**src/rtl/brk_pkg.sv**
```systemverilog
package brk_pkg;
  typedef enum logic {
    BRK_IDLE = 1'b0,
    BRK_HELD = 1'b1
  } brk_state_e;
endpackage

```
**src/rtl/rx_sync.sv**
```systemverilog
module rx_sync #(
  parameter int STAGES = 2
) (
  input  logic clk_i,
  input  logic rst_ni,
  input  logic pin_i,
  output logic rise_o
);
  logic [STAGES:0] sh_q;

  always_ff @(posedge clk_i or negedge rst_ni) begin
    if (!rst_ni) sh_q <= '1;  // idle line is high
    else         sh_q <= {sh_q[STAGES-1:0], pin_i};
  end

  assign rise_o = sh_q[STAGES-1] & ~sh_q[STAGES];
endmodule

```
**src/rtl/chr_classify.sv**
```systemverilog
module chr_classify #(
  parameter int DATA_W = 8
) (
  input  logic              valid_i,
  input  logic [DATA_W-1:0] data_i,
  input  logic              parity_i,
  input  logic              stop_i,
  input  logic              ferr_i,
  output logic              is_null_o,
  output logic              zero_ferr_o
);
  logic data_zero;
  assign data_zero   = ~|data_i;
  assign is_null_o   = valid_i & data_zero & ~parity_i & ~stop_i;
  assign zero_ferr_o = valid_i & data_zero & ferr_i;
endmodule

```
**src/rtl/brk_fsm.sv**
```systemverilog
module brk_fsm
  import brk_pkg::*;
(
  input  logic clk_i,
  input  logic rst_ni,
  input  logic en_i,
  input  logic is_null_i,
  input  logic rise_i,
  output logic held_o,
  output logic begin_o,
  output logic end_o
);
  brk_state_e state_q;
  logic beg_q, end_q;

  always_ff @(posedge clk_i or negedge rst_ni) begin
    if (!rst_ni) begin
      state_q <= BRK_IDLE;
      beg_q   <= 1'b0;
      end_q   <= 1'b0;
    end else if (!en_i) begin
      state_q <= BRK_IDLE;
      beg_q   <= 1'b0;
      end_q   <= 1'b0;
    end else begin
      beg_q <= (state_q == BRK_IDLE) & is_null_i;
      end_q <= (state_q == BRK_HELD) & rise_i;
      unique case (state_q)
        BRK_IDLE: if (is_null_i) state_q <= BRK_HELD;
        BRK_HELD: if (rise_i)    state_q <= BRK_IDLE;
        default:                 state_q <= BRK_IDLE;
      endcase
    end
  end

  assign held_o  = (state_q == BRK_HELD);
  assign begin_o = beg_q;
  assign end_o   = end_q;
endmodule

```
**src/rtl/store_gate.sv**
```systemverilog
module store_gate (
  input  logic valid_i,
  input  logic en_i,
  input  logic held_i,
  input  logic zero_ferr_i,
  output logic store_o
);
  // in break, drop repeated null+ferr characters
  assign store_o = valid_i & en_i & ~(held_i & zero_ferr_i);
endmodule

```
**src/rtl/uart_brk_guard.sv**
```systemverilog
module uart_brk_guard #(
  parameter int DATA_W    = 8,
  parameter int SYNC_STGS = 2
) (
  input  logic              clk_i,
  input  logic              rst_ni,
  input  logic              rx_en_i,
  input  logic              chr_valid_i,
  input  logic [DATA_W-1:0] chr_data_i,
  input  logic              chr_parity_i,
  input  logic              chr_stop_i,
  input  logic              chr_ferr_i,
  input  logic              rx_pin_i,
  output logic              brk_begin_o,
  output logic              brk_end_o,
  output logic              store_en_o
);
  logic rise, is_null, zero_ferr, brk_held;

  rx_sync #(.STAGES(SYNC_STGS)) u_sync (
    .clk_i  (clk_i),
    .rst_ni (rst_ni),
    .pin_i  (rx_pin_i),
    .rise_o (rise)
  );

  chr_classify #(.DATA_W(DATA_W)) u_cls (
    .valid_i     (chr_valid_i),
    .data_i      (chr_data_i),
    .parity_i    (chr_parity_i),
    .stop_i      (chr_stop_i),
    .ferr_i      (chr_ferr_i),
    .is_null_o   (is_null),
    .zero_ferr_o (zero_ferr)
  );

  brk_fsm u_fsm (
    .clk_i     (clk_i),
    .rst_ni    (rst_ni),
    .en_i      (rx_en_i),
    .is_null_i (is_null),
    .rise_i    (rise),
    .held_o    (brk_held),
    .begin_o   (brk_begin_o),
    .end_o     (brk_end_o)
  );

  store_gate u_gate (
    .valid_i     (chr_valid_i),
    .en_i        (rx_en_i),
    .held_i      (brk_held),
    .zero_ferr_i (zero_ferr),
    .store_o     (store_en_o)
  );
endmodule

```
**config.mk**
```make
export PLATFORM = sky130hd
export DESIGN_NAME = uart_brk_guard
export DESIGN_NICKNAME = d
export VERILOG_FILES = /design/src/rtl/brk_pkg.sv /design/src/rtl/rx_sync.sv /design/src/rtl/chr_classify.sv /design/src/rtl/brk_fsm.sv /design/src/rtl/store_gate.sv /design/src/rtl/uart_brk_guard.sv
export SDC_FILE = /design/constraint.sdc
export NUM_CORES = 1
export LEC_CHECK = 0
export ABC_AREA = 1
export BUFFER_PORTS_ARGS = -buffer_cell sky130_fd_sc_hd__buf_2
export CAP_MARGIN = 20
export CORE_AREA = 2 2 39 41
export CTS_CLUSTER_DIAMETER = 100
export CTS_CLUSTER_SIZE = 16
export DETAILED_ROUTE_END_ITERATION = 10
export DIE_AREA = 0 0 41 43
export GPL_TIMING_DRIVEN = 0
export HOLD_SLACK_MARGIN = 0.06
export SLEW_MARGIN = 20
export SYNTH_ARGS = -nofsm -noshare
export SYNTH_HDL_FRONTEND = slang
export SYNTH_SLANG_ARGS = --single-unit
```
**constraint.sdc**
```tcl
create_clock -name clk_i -period 1.25 [get_ports clk_i]
set_clock_uncertainty 0.1 [all_clocks]
set_input_delay 0.25 -clock clk_i [delete_from_list [all_inputs] [get_ports clk_i]]
set_output_delay 0.25 -clock clk_i [all_outputs]
set_load 0.005 [all_outputs]
```
# --- Yosys cells after proc, flatten, opt, wreduce, memory -nomap -nowiden ---
# Cells that the tools add are included.
totals:
  register_bits: 6
  latch_bits: 0
  mem_bits_rw: 0
  rom_bits: 0
  elab_cells: 27
  memories: 0
classes:
  add_sub_neg: 0
  n_mul: 0
  n_div: 0
  order_cmp: 0
  n_eq_ne: 0
  n_shift: 0
  n_mux: 6
  bitwise: 15
  n_reduce_logical: 2
ops:
  columns: ["op", "n"]
  rows:
  - ["$and A1 B1 Y1", 10]
  - ["$reduce_or A8 Y1", 1]
  - ["$mux W1", 5]
  - ["$not A1 Y1", 5]
  - ["$pmux W1 S2", 1]
  - ["$logic_not A1 Y1", 1]

# --- Depth between registers and ports, before layout ---
# Gate-level depths: netlist of the first run.
depth:
  depth_word: 8
  mapped_depth: 6
  mapped_depth_nobuf: 6

# --- Modules after synthesis ---
# Synthesis of the first run repeated with hierarchy kept, for this count alone.
unflattened:
  hier_cells: 30
  area_unflattened_um2: 279.0
by_module_without_submodules:
  columns: ["module", "n_inst", "cells_each", "area_each_um2", "seq_area_each_um2"]
  rows:
  - ["brk_fsm", 1, 11, 107.6, 75.1]
  - ["rx_sync", 1, 5, 88.8, 78.8]
  - ["chr_classify", 1, 10, 65.1, 0.0]
  - ["store_gate", 1, 4, 17.5, 0.0]

# --- Worst setup path after synthesis of the first run ---
# OpenSTA, ideal clock, no wires.
synth_timing:
  kind: "input -> output"
  start: "in chr_data_i[7]"
  end: "out store_en_o"
  arrival_time_ns: 0.621
  t_required_ns: 0.900
  path_slack_ns: 0.279
  path_stages: 4
  cell_sequence: "nor2_1 nand3_2 nor2_4 a21oi_1"
synth_via:
  elab_chain_cells: 7
synth_lines:
  columns: ["element", "line_no", "text"]
  rows:
  - ["start: declaration", "uart_brk_guard.sv:9", "input logic [DATA_W-1:0] chr_data_i,"]
  - ["$reduce_or A8 Y1", "chr_classify.sv:13", "assign data_zero = ~|data_i;"]
  - ["$logic_not A1 Y1", "chr_classify.sv:13", null]
  - ["$and A1 B1 Y1 (2 in a row)", "chr_classify.sv:15", "assign zero_ferr_o = valid_i & data_zero & ferr_i;"]
  - ["$and A1 B1 Y1", "store_gate.sv:9", "assign store_o = valid_i & en_i & ~(held_i & zero_ferr_i);"]
  - ["$not A1 Y1", "store_gate.sv:9", null]
  - ["$and A1 B1 Y1", "store_gate.sv:9", null]
  - ["end: declaration", "uart_brk_guard.sv:16", "output logic store_en_o"]
# No other way between the ends.

# --- Final worst setup path of the first run ---
layout_timing:
  start: "reg u_fsm.state_q (netlist: u_fsm.held_o)"
  end: "out store_en_o"
layout_via:
  elab_chain_cells: 3
layout_lines:
  columns: ["element", "line_no", "text"]
  rows:
  - ["start: declaration", "brk_fsm.sv:13", "brk_state_e state_q;"]
  - ["start signal: assignment", "brk_fsm.sv:18", "state_q <= BRK_IDLE;"]
  - ["start signal: assignment", "brk_fsm.sv:22", "state_q <= BRK_IDLE;"]
  - ["start signal: assignment", "brk_fsm.sv:29", "BRK_IDLE: if (is_null_i) state_q <= BRK_HELD;"]
  - ["$and A1 B1 Y1", "store_gate.sv:9", null]
  - ["$not A1 Y1", "store_gate.sv:9", null]
  - ["$and A1 B1 Y1", "store_gate.sv:9", null]
# No other way between the ends.

==> results of run 1 <==
-- cells by family (layout without fill, tap and decap cells) --
kind of cell	count (synthesis)	in the layout	synth area share, %
compound gates	2	2	5.07
buf+inv	5	29	6.91
simple gates	17	17	31.3
flops	6	6	56.7
-- per-stage QoR --
| step | hold WS [ns] | utilization, % | power, mW | worst slack [ns] |
|---|---|---|---|---|
| 2_1_floorplan | -0.146 | - | 0.220 | 0.279 |
| 3_3_place_gp | -0.0233 | 27.6 | 0.250 | 0.0471 |
| 3_5_place_dp | -0.0222 | 27.6 | 0.251 | 0.0431 |
| 4_1_cts | 0.140 | 30.9 | 0.457 | -0.0440 |
| 5_1_grt | 0.142 | 31.2 | 0.482 | -0.0984 |
| 6_report | 0.141 | 31.2 | 0.450 | -0.0276 |
-- worst min-delay path, stage by stage --
cell and delay, ns:
buf_2 0.12, inv_1 0.05, nor2_1 0.03
-- sequential cells by signal (all words and copies together) (netlist names) --
signal and cells:
u_fsm.begin_o 1, u_fsm.end_o 1, u_fsm.held_o 1, u_sync.sh_q 3
-- cell usage after synthesis --
library cell / instances
inv_1: 5
dfstp_2: 3
nand2_1: 6
nor2_1: 6
nand3_2: 1
nor2_4: 1
a21oi_1: 1
a21oi_2: 1
dfrtp_1: 3
nand2_2: 1
nor2_2: 2
-- layout make-up --
type / count / share of cell area, %
multi-input combinational: 19 / 23.8
timing repair buffer: 20 / 25.5
sequential: 6 / 35.7
tap: 16 / 4.64
inverter: 5 / 4.35
clock buffer: 4 / 6.09
-- final timing paths --
kind                                                  to                     start  slack, ns
worst min register to register  u_sync.sh_q[1]$_DFF_PN1_  u_sync.sh_q[0]$_DFF_PN1_       0.25
min in group asynchronous         u_fsm.held_o$_DFF_PN0_                    rst_ni       0.25
worst max-delay path                          store_en_o    u_fsm.held_o$_DFF_PN0_      -0.03
max in group asynchronous       u_sync.sh_q[0]$_DFF_PN1_                    rst_ni       0.57
worst min-delay path               u_fsm.end_o$_DFF_PN0_                   rx_en_i       0.14
worst max register to register    u_fsm.held_o$_DFF_PN0_    u_fsm.held_o$_DFF_PN0_       0.33
-- layer usage --
layer  global-route usage [%]  vias to the layer above
met1                     7.31                      105
met2                     11.3                        9
met3                     7.85                        0
li1                         -                      135
met4                     2.00                        0
met5                        0                        -
-- repair_timing --
item                                   in CTS  in global routing
setup endpoints to repair                   1                  1
endpoints found under the hold margin       7                  0
resized for setup                           0                  1
pin swaps                                   1                  0
hold buffers                                2                  0
-- report_power, final --
part | switching (mW) | internal [mW]
Combinational | 0.0207 | 0.0271
Clock | 0.0755 | 0.121
Sequential | 0.00154 | 0.203
Total | 0.0977 | 0.352
==> impl_metrics.yaml, run 1 <==
clock_network:
  cts_tree: "built"
  cts_htree_levels: 1
  root_buffer: "clkbuf_4"
  clk_pin_slew_ns: 0.05
  numCtsBuffers: 3
  post_cts_buffers: 0
  clk-insertion-delay-late_ns: 0.25
  cts_max_path_buffers: 2
  cts_sinks: 6
sta:
  slew_viol_final: 0
  period_share_pct: 102
  finalHoldViolations: 0
  max_freq_ghz: 0.783
  tns_ns: -0.0276
  min_period_ns: 1.28
  setup_violations: 1
  tightest_slew_ns: 0.131
  relSlewSlack_pct: 91.2
  rsz0062_at_grt: "true"
  setup_ws_ns: -0.0276
routing:
  vias_per_cell: 3.56
  drt-total-wl_um: 507
  wire_per_inst_um: 7.24
  wl_met2_um: 252
  vias: 249
  routed.top_layer: "met3"
  wl_met3_um: 61
  first_pass_iters: 4
  drt-initial-drc-count: 4
  drc: 0
  ant_nets: 0
  wl_met1_um: 193
global_routing:
  grt-ovfl-total: 0
  grt_max_degree: 7
  track_usage_pct: 7.71
  antenna_found_initial: 0
  grt_pass1_vias: 229
  grt_pass1_wl_um: 821
run_status:
  run_status: "finished, violations left"
  violations: "setup timing"
critical_path:
  crit_buf_inv: 2
  worstRegToRegCells: 5
  crit_family: "flip-flops"
  cp_data_required_time_ns: 0.90
  worstPathCellList: "nand2_1 > inv_1 > a21oi_2 > buf_2"
  crit_cells: 4
  crit_type: "flip-flop to output pin"
  cp.arrival_ns: 0.93
  critPathLaunchType: "flip-flop"
  endpoint_kind: "output pin"
  cpPeakStageDelay_ns: 0.37
  cp_max_fo: 2
  slowest_stage: "dfrtp_1"
die:
  start_util_pct: 19.6
  io_pins: 19
  rows: 14
  die_x_um: 41
  core-area_um2: 1380
  die_area_um2: 1760
  die-height_um: 43
synth:
  netlist-cell-type-count: 11
  ys_top_cells_by_area: "dfstp_2 (29%), dfrtp_1 (28%), nand2_1 (8.3%), nor2_1 (8.3%), inv_1 (6.9%)"
  syn_area_um2: 272
  synth_area_leader_cell: "dfstp_2"
  seq_area_frac_synth_pct: 56.7
  yosysWarnings: 0
  syn-num-nets: 46
  avgSynthCellArea_um2: 9.05
  netlist.area_leader.share_pct: 29.0
  ys_seq_elements: 6
  syn_inst: 30
job:
  drv_cap: 0
placed_design:
  routabilityCongestion: 0.626
  placed_area_um2: 382
  dp.cells: 64
  place_hpwl_um: 394
  port_buffers: 18
pwr:
  ir_drop_v: 0.000722
  powerDensity_nw_per_um2: 1040
  leakagePower_nw: 0.232
finish:
  final_common_cell: "buf_2"
  design_area_um2: 432
  final_cell_mix: "buf_2 (18), nand2_1 (6), nor2_1 (6)"
  ff_latch_area_um2: 154
  diodes: 0
  fillers: 150
  fin_nets: 71
  fin_cells: 70
  multi_input_area_um2: 103
  syn2layout_area_growth_pct: 59.0
  layout-drive-gt1-share_pct: 57.4
hold_path:
  whs_path_depth: 3
  hp-class: "primary input to flip-flop"
Power figures use the tool's default switching activity.
==> run 2, diff against run 1 <==
- ABC_AREA: 1 -> unset
==> impl_metrics.yaml, run 2 <==
run_status:
  run_status: "finished, violations left"
  violations: "setup timing"
sta:
  slew_viol_final: 0
  period_share_pct: 117
  tns_ns: -0.209
  tightest_slew_ns: 0.243
  whs_ns: 0.188
  setup_violations: 1
  rsz0062_at_grt: "true"
  setup_ws_ns: -0.209
  finalHoldViolations: 0
  relSlewSlack_pct: 83.7
  max_freq_ghz: 0.685
  min_period_ns: 1.46
synth:
  synth_edf_count: 0
  avgSynthCellArea_um2: 12.5
  syn_inst: 20
  ys_top_cells_by_area: "dfstp_2 (32%), dfrtp_1 (30%), nor4_4 (8.5%), and4b_1 (4.0%), o211a_1 (4.0%)"
  netlist.area_leader.share_pct: 31.5
  async_flop_share_pct: 100
  seq_area_frac_synth_pct: 61.5
  synth-main-ff-cell: "dfstp_2"
  ys_seq_elements: 6
  ys_top_cells_by_count: "dfrtp_1 (3), dfstp_2 (3), nand2_1 (2)"
  syn_area_um2: 250
  netlist-cell-type-count: 15
  syn-num-nets: 36
  yosysWarnings: 0
  synth_area_leader_cell: "dfstp_2"
critical_path:
  cp_data_required_time_ns: 0.90
  cp_max_fo: 2
  endpoint_kind: "output pin"
  cp.arrival_ns: 1.11
  crit_type: "primary input to output pin"
  critPathLaunchType: "primary input"
finish:
  diodes: 0
  design_area_um2: 427
  layout-drive-gt1-share_pct: 57.8
  final_cell_mix: "buf_2 (16), clkbuf_4 (3), dfrtp_1 (3), dfstp_2 (3)"
  syn2layout_area_growth_pct: 70.5
  final_common_cell: "buf_2"
  ff_latch_area_um2: 154
  fin_cells: 61
  largest_reg_flops: 3
  fillers: 150
  fin_nets: 62
  multi_input_area_um2: 92.6
  largest-register: "u_sync.sh_q"
pwr:
  p_sw_mw: 0.0904
  powerDensity_nw_per_um2: 1040
  combPwrFrac_pct: 11.2
  totalPowerFinal_mw: 0.446
  ir_drop_v: 0.000454
  p_clk_share_pct: 42.6
  leakagePower_nw: 0.207
  p_sw_share_pct: 20.3
  p_int_mw: 0.355
  share_seq_of_total_power_pct: 46.1
clock_network:
  cts_max_path_buffers: 2
  root_buffer: "clkbuf_4"
  clk_pin_slew_ns: 0.04
  cts_sinks: 6
  numCtsBuffers: 3
  clk-insertion-delay-late_ns: 0.25
  cts_tree: "built"
  cts_htree_levels: 1
placed_design:
  dp.cells: 54
  port_buffers: 18
  routabilityCongestion: 0.558
  placed_area_um2: 360
routing:
  first_pass_iters: 4
  drt-total-wl_um: 552
  drc: 0
  wire_per_inst_um: 9.05
  vias_per_cell: 4.08
  drt-initial-drc-count: 1
  ant_nets: 0
  vias: 249
die:
  core-area_um2: 1380
  die_area_um2: 1760
  rows: 14
  die-height_um: 43
  io_pins: 19
  die_x_um: 41
  start_util_pct: 18.1
global_routing:
  track_usage_pct: 6.77
  grt_pass1_wl_um: 710
  grt_pass1_vias: 201
  antenna_found_initial: 0
  grt_max_degree: 7
  grt-ovfl-total: 0
hold_path:
  hp-class: "primary input to flip-flop"
job:
  drv_cap: 0
==> run 2: final timing paths <==
| check | slack [ns] | from | end | depth (start not counted) |
|---|---|---|---|---|
| worst max-delay path | -0.21 | chr_data_i[2] | store_en_o | 5 |
| worst min-delay path | 0.19 | rx_en_i | u_fsm.held_o$_DFF_PN0_ | 3 |
| worst max register to register | 0.25 | u_sync.sh_q[1]$_DFF_PN1_ | u_fsm.held_o$_DFF_PN0_ | 3 |
| worst min register to register | 0.25 | u_sync.sh_q[0]$_DFF_PN1_ | u_sync.sh_q[1]$_DFF_PN1_ | 0 |
| max in group asynchronous | 0.58 | rst_ni | u_sync.sh_q[1]$_DFF_PN1_ | 2 |
| min in group asynchronous | 0.25 | rst_ni | u_fsm.end_o$_DFF_PN0_ | 2 |
==> run 2: worst max-delay path, cell delays in order <==
cell	delay, ns
buf_6	0.10
nor4_4	0.28
nand3_1	0.14
o211a_1	0.22
buf_2	0.12
==> run 2: logic make-up (layout without fill, tap and decap cells) <==
kind of cell / after synthesis / count (layout) / synth area share [%]
buf+inv: 1 / 26 / 1.50
simple gates: 10 / 10 / 29.0
flops: 6 / 6 / 61.5
compound gates: 3 / 3 / 8.00
==> run 2: final cells by class <==
class                           count  share of cell area, %
Tap cell                           16                   4.69
Timing Repair Buffer               21                   30.5
Multi-Input combinational cell     13                   21.7
Clock buffer                        4                   6.16
Inverter                            1                  0.880
Sequential cell                     6                   36.1
==> run 2: routing by layer <==
metal / track usage [%] / routed length, um
met1: 5.90 / 215
met2: 9.69 / 196
met3: 6.28 / 127
met4: 4.00 / 13
met5: 0 / 0
==> run 2: per-stage QoR <==
step	util (%)	setup WS [ns]
after detailed placement	26.0	-0.238
final	30.8	-0.209
after CTS	30.3	-0.212
after global placement	26.0	-0.229
after floorplan	-	0.0456
after global routing	30.8	-0.266
==> run 2: repair_timing <==
action / in CTS / in global routing
gates cloned: 0 / 0
setup buffers: 0 / 1
hold endpoints to repair: 7 / 0
resized for setup: 2 / 0
endpoints found under the setup margin: 1 / 1
pin swaps: 3 / 1
hold buffers: 2 / 0
==> run 2: power by group through the flow <==
stage | sequential (mW) | combinational, mW | clock (mW)
finish | 0.206 | 0.0500 | 0.190
floorplan | 0.208 | 0.00851 | 0
global placement | 0.208 | 0.0409 | 0
CTS | 0.206 | 0.0504 | 0.202
global route | 0.206 | 0.0556 | 0.220
detailed placement | 0.208 | 0.0413 | 0
